### config.mk
export PLATFORM = sky130hd
export DESIGN_NAME = phase_count_detector
export DESIGN_NICKNAME = d
export VERILOG_FILES = /design/src/rtl/phase_count_detector.sv
export SDC_FILE = /design/constraint.sdc
export NUM_CORES = 1
export LEC_CHECK = 0
export ABC_AREA = 0
export BUFFER_PORTS_ARGS = -buffer_cell sky130_fd_sc_hd__buf_2
export CAP_MARGIN = 20
export CORE_AREA = 5 5 55 57
export CTS_CLUSTER_DIAMETER = 60
export CTS_CLUSTER_SIZE = 30
export DETAILED_ROUTE_END_ITERATION = 10
export DIE_AREA = 0 0 60 62
export PLACE_DENSITY_LB_ADDON = 0.3
export SKIP_LAST_GASP = 1
export SYNTH_ARGS = -nofsm -noshare
export SYNTH_HDL_FRONTEND = slang
export SYNTH_SLANG_ARGS = --single-unit
### constraint.sdc
create_clock -name clk -period 1.9 [get_ports clk]
set_input_delay 0.285 -clock clk [delete_from_list [all_inputs] [get_ports clk]]
set_output_delay 0.285 -clock clk [all_outputs]
set_load 0.005 [all_outputs]
### src/rtl/phase_count_detector.sv
module phase_count_detector #(
  parameter int CNT_W       = 8,
  parameter int SYNC_STAGES = 2
) (
  input  logic             clk,
  input  logic             rst_n,
  input  logic             ref_in,
  input  logic             fb_in,
  output logic [CNT_W-1:0] err_word,
  output logic             err_valid
);

  localparam logic [CNT_W-1:0] CNT_MAX = '1;

  logic [SYNC_STAGES-1:0] ref_sync, fb_sync;
  logic                   ref_d, fb_d;
  logic                   ref_rise, fb_rise;
  logic                   gate, primed;
  logic [CNT_W-1:0]       cnt;

  always_ff @(posedge clk or negedge rst_n) begin
    if (!rst_n) begin
      ref_sync <= '0;
      fb_sync  <= '0;
      ref_d    <= 1'b0;
      fb_d     <= 1'b0;
    end else begin
      ref_sync <= {ref_sync[SYNC_STAGES-2:0], ref_in};
      fb_sync  <= {fb_sync[SYNC_STAGES-2:0], fb_in};
      ref_d    <= ref_sync[SYNC_STAGES-1];
      fb_d     <= fb_sync[SYNC_STAGES-1];
    end
  end

  assign ref_rise = ref_sync[SYNC_STAGES-1] & ~ref_d;
  assign fb_rise  = fb_sync[SYNC_STAGES-1]  & ~fb_d;

  always_ff @(posedge clk or negedge rst_n) begin
    if (!rst_n) begin
      gate <= 1'b0;
    end else if (ref_rise && fb_rise) begin
      gate <= 1'b0;
    end else if (ref_rise) begin
      gate <= 1'b1;
    end else if (fb_rise) begin
      gate <= 1'b0;
    end
  end

  always_ff @(posedge clk or negedge rst_n) begin
    if (!rst_n) begin
      cnt <= '0;
    end else if (ref_rise) begin
      cnt <= '0;
    end else if (gate && cnt != CNT_MAX) begin
      cnt <= cnt + 1'b1;
    end
  end

  always_ff @(posedge clk or negedge rst_n) begin
    if (!rst_n) begin
      err_word  <= '0;
      err_valid <= 1'b0;
      primed    <= 1'b0;
    end else begin
      err_valid <= ref_rise & primed;
      if (ref_rise) begin
        primed <= 1'b1;
        if (primed) err_word <= cnt;
      end
    end
  end


  valid_pulse_chk: assert property (@(posedge clk) disable iff (!rst_n)
    err_valid |=> !err_valid);


  valid_source_chk: assert property (@(posedge clk) disable iff (!rst_n)
    err_valid |-> $past(ref_rise));


  word_hold_chk: assert property (@(posedge clk) disable iff (!rst_n)
    !ref_rise |=> $stable(err_word));


  restart_chk: assert property (@(posedge clk) disable iff (!rst_n)
    ref_rise |=> (cnt == '0));


  coincident_chk: assert property (@(posedge clk) disable iff (!rst_n)
    (ref_rise && fb_rise) |=> !gate);


  fb_clear_chk: assert property (@(posedge clk) disable iff (!rst_n)
    (fb_rise && !ref_rise) |=> !gate);


  saturate_chk: assert property (@(posedge clk) disable iff (!rst_n)
    (cnt == CNT_MAX && !ref_rise) |=> (cnt == CNT_MAX));


  idle_hold_chk: assert property (@(posedge clk) disable iff (!rst_n)
    (!gate && !ref_rise) |=> $stable(cnt));

endmodule

==> metrics <==
Yosys top cell area share=65.5%; CTS tree=done; clk_skew=0.00672 ns; DR vias=about 590; H-tree depth=1; die area=3720 um^2; reg2reg start=cnt[0]; share of the yosys chip area belonging to registers=65.5%; drt total wl=1.47 mm; post-route cell area=1100 um^2; Tcrit/Tclk final=80.0%; drt pass-1 iters=2; Pins Over Slew Limit=0; Detail Route Antenna Nets=0; Antenna Diode Count=0; # IOs=13; Post-DP HPWL=1.06 mm; YS warnings=0; CP arrival=1.77 ns; CTS sink cnt=25; CTS Buf Count=3; unrepaired setup endpoints after global routing=no; area delta synth->final=14.8%; Initial Util=roughly two fifths; Reg2Reg Depth=5; core area=roughly 2400 um^2; worst setup slack after placement=0.402 ns; vias per inst=~5; Worst-Margin Slew=0.530 ns; Worst Setup End Kind=register; Yosys reg bits=25; worst reg2reg setup slack=0.38 ns; Syn Inst Count=72; final setup violation count=0; Clock Latency Late Sink=about 0.32 ns; placed inst area=1060 um^2; xor/xnor share of the synthesized area=4.59%; Final Hold Vio Count=0; largest family of logic cells by synthesized area=simple AND/OR/NAND/NOR gates; Leak=0.000549 uW; worst setup path end=cnt[7]; WL per Instance=12.4 um; mux contribution to synthesized area=10.5%; top fanout value on the critical path=4; worst setup path startpoint=cnt[0]; Nets=95; grt ovf=0; maximum vdd drop=556 uV; Mapped Area=around 950 um^2; vias in the first global route=565; status=finished, final reports clean; crit start category=register; share of cells above drive strength 1=32.6%; port bufs=12; pin count of the biggest net entering global routing=26; GR Util All Layers=9.50%; Synth area leader=dfrtp_1; Slew headroom=64.7%; Clock Pin Slew Worst Setup and Hold Paths=approximately 0.14 ns; global-route wire length before repair=2.57 mm; hold slack=0.0573 ns; Compound-Gate Fraction of Synth Area=5.64%; fin crit period=roughly 1.5 ns; root buffer cell=clkbuf_4; initial antenna violation count=0; GPL Wtd Cong=0.808; synth top area cells=dfrtp_1 66%, mux2_2 9.4%, xor2_1 4.6%; Post-Synth Adder-Cell Area=1.31%; setup ws final=0.380 ns; Total Power=between 1000 and 1500 uW; chip width=approximately 60 um; residual DRC count=0; synthesized area per cell=~13 um^2; Setup TNS=0 ns; Resized cells post-CTS=0; Netlist cell types=22; f_max=0.658 GHz; Synth Area in Simple Gates=11.3%; CTS max path bufs=2; P per Cell Area=953 nW/um^2; FF-to-FF End=cnt[7]; Die H=62 um; Max Cap Viol=0; Net Count, Synth=77; Worst Hold Class=in -> reg; Starting DRT DRC Count=4; WP data required=approximately 2.2 ns; Setup Crit Path Kind=reg -> reg; Hold Crit Start=ref_in; Cell Rows=18
==> area by class of cell <==
cell class	instances	area, um^2
inverter	2	7.51
tap	30	37.5
sequential	25	626
fill	232	1340
multi-input combinational	44	318
clock buffer	3	22.5
clock inverter	1	7.51
timing repair buffer	14	77.6
==> worst max-delay path: stages (launching register included) <==
cell and delay (ns):
dfrtp_1 0.43, ha_1 0.24, nand3_1 0.15, o211ai_2 0.13, or3_1 0.36, a21oi_1 0.14
==> Yosys cell counts (all sizes together) <==
library cell / count
nand2: 1
ha: 1
nor2b: 1
mux2: 8
nand3: 4
xor2: 5
or3: 2
inv: 2
a21oi: 3
and2: 1
mux2i: 1
dfrtp: 25
clkbuf: 1
or2: 1
and3: 2
nand4: 2
o211ai: 2
nor2: 7
o21ai: 3
==> layout by cell type (no fill, tap or decap) <==
| cell type | instances |
|---|---|
| dlygate4sd3_1 | 1 |
| buf_2 | 12 |
| a21oi_1 | 3 |
| clkbuf_4 | 3 |
| nand3_1 | 4 |
| nor2_1 | 7 |
| nand2_1 | 1 |
| and3_2 | 1 |
| mux2i_1 | 1 |
| ha_1 | 1 |
| nand4_1 | 2 |
| nor2b_1 | 1 |
| o211ai_1 | 1 |
| mux2_2 | 8 |
| and3_1 | 1 |
| or3_1 | 2 |
| or2_2 | 1 |
| o21ai_2 | 1 |
| xor2_1 | 5 |
| o211ai_2 | 1 |
| dfrtp_1 | 25 |
| inv_1 | 2 |
| o21ai_0 | 2 |
| and2_1 | 1 |
| buf_4 | 1 |
| clkinvlp_4 | 1 |
==> worst min-delay path by stage <==
stage / slack (ns) / end / depth (start not counted)
finish: 0.06 / ref_sync[0] / 1
global route: 0.03 / ref_sync[0] / 1
CTS: 0.05 / ref_sync[0] / 1
detailed placement: 0.30 / err_word[4] / 1
global placement: 0.29 / err_valid / 1
floorplan: -0.01 / cnt[0] / 0
==> report_power, final <==
group	leakage, uW	total (uW)	internal [uW]	switching (uW)
Sequential	0.000321	651	599	51.2
Clock	0.0000139	238	80.4	157
Combinational	0.000214	156	83.5	72.5
==> through the flow <==
step | utilization [%] | cells
after floorplan | - | 72
after global placement | 43.4 | 114
after detailed placement | 43.4 | 114
after CTS | 45.1 | 119
after global routing | 45.1 | 119
final | 45.1 | 119
==> sequential cells by signal, summed over array words and instances (netlist names) <==
signal and flops:
err_word 8, primed 1, cnt 8, ref_sync 2
ref_d 1, gate 1, fb_sync 2, fb_d 1
err_valid 1
==> per-layer routing <==
metal | track usage (%) | part of all wire (%) | vias up
met5 | 0 | 0 | -
met4 | 6.65 | 3.1 | 0
met3 | 1.86 | 5.0 | 5
met2 | 13.3 | 42 | 14
met1 | 13.2 | 50 | 288
li1 | - | - | 286
==> cells by family after synthesis <==
group | after synthesis
AO/OA/AOI/OAI | 8
adder cells (fa/ha/maj) | 1
multiplexers | 9
flip-flops | 25
XOR/XNOR | 5
buffers and inverters | 3
AND/OR/NAND/NOR | 21
==> timing repair <==
action / CTS / global route
buffers inserted: 0 / 0
endpoints found under the hold margin: 25 / 0
hold buffers: 1 / 0
Note: power is estimated with default switching activity, not from simulation.
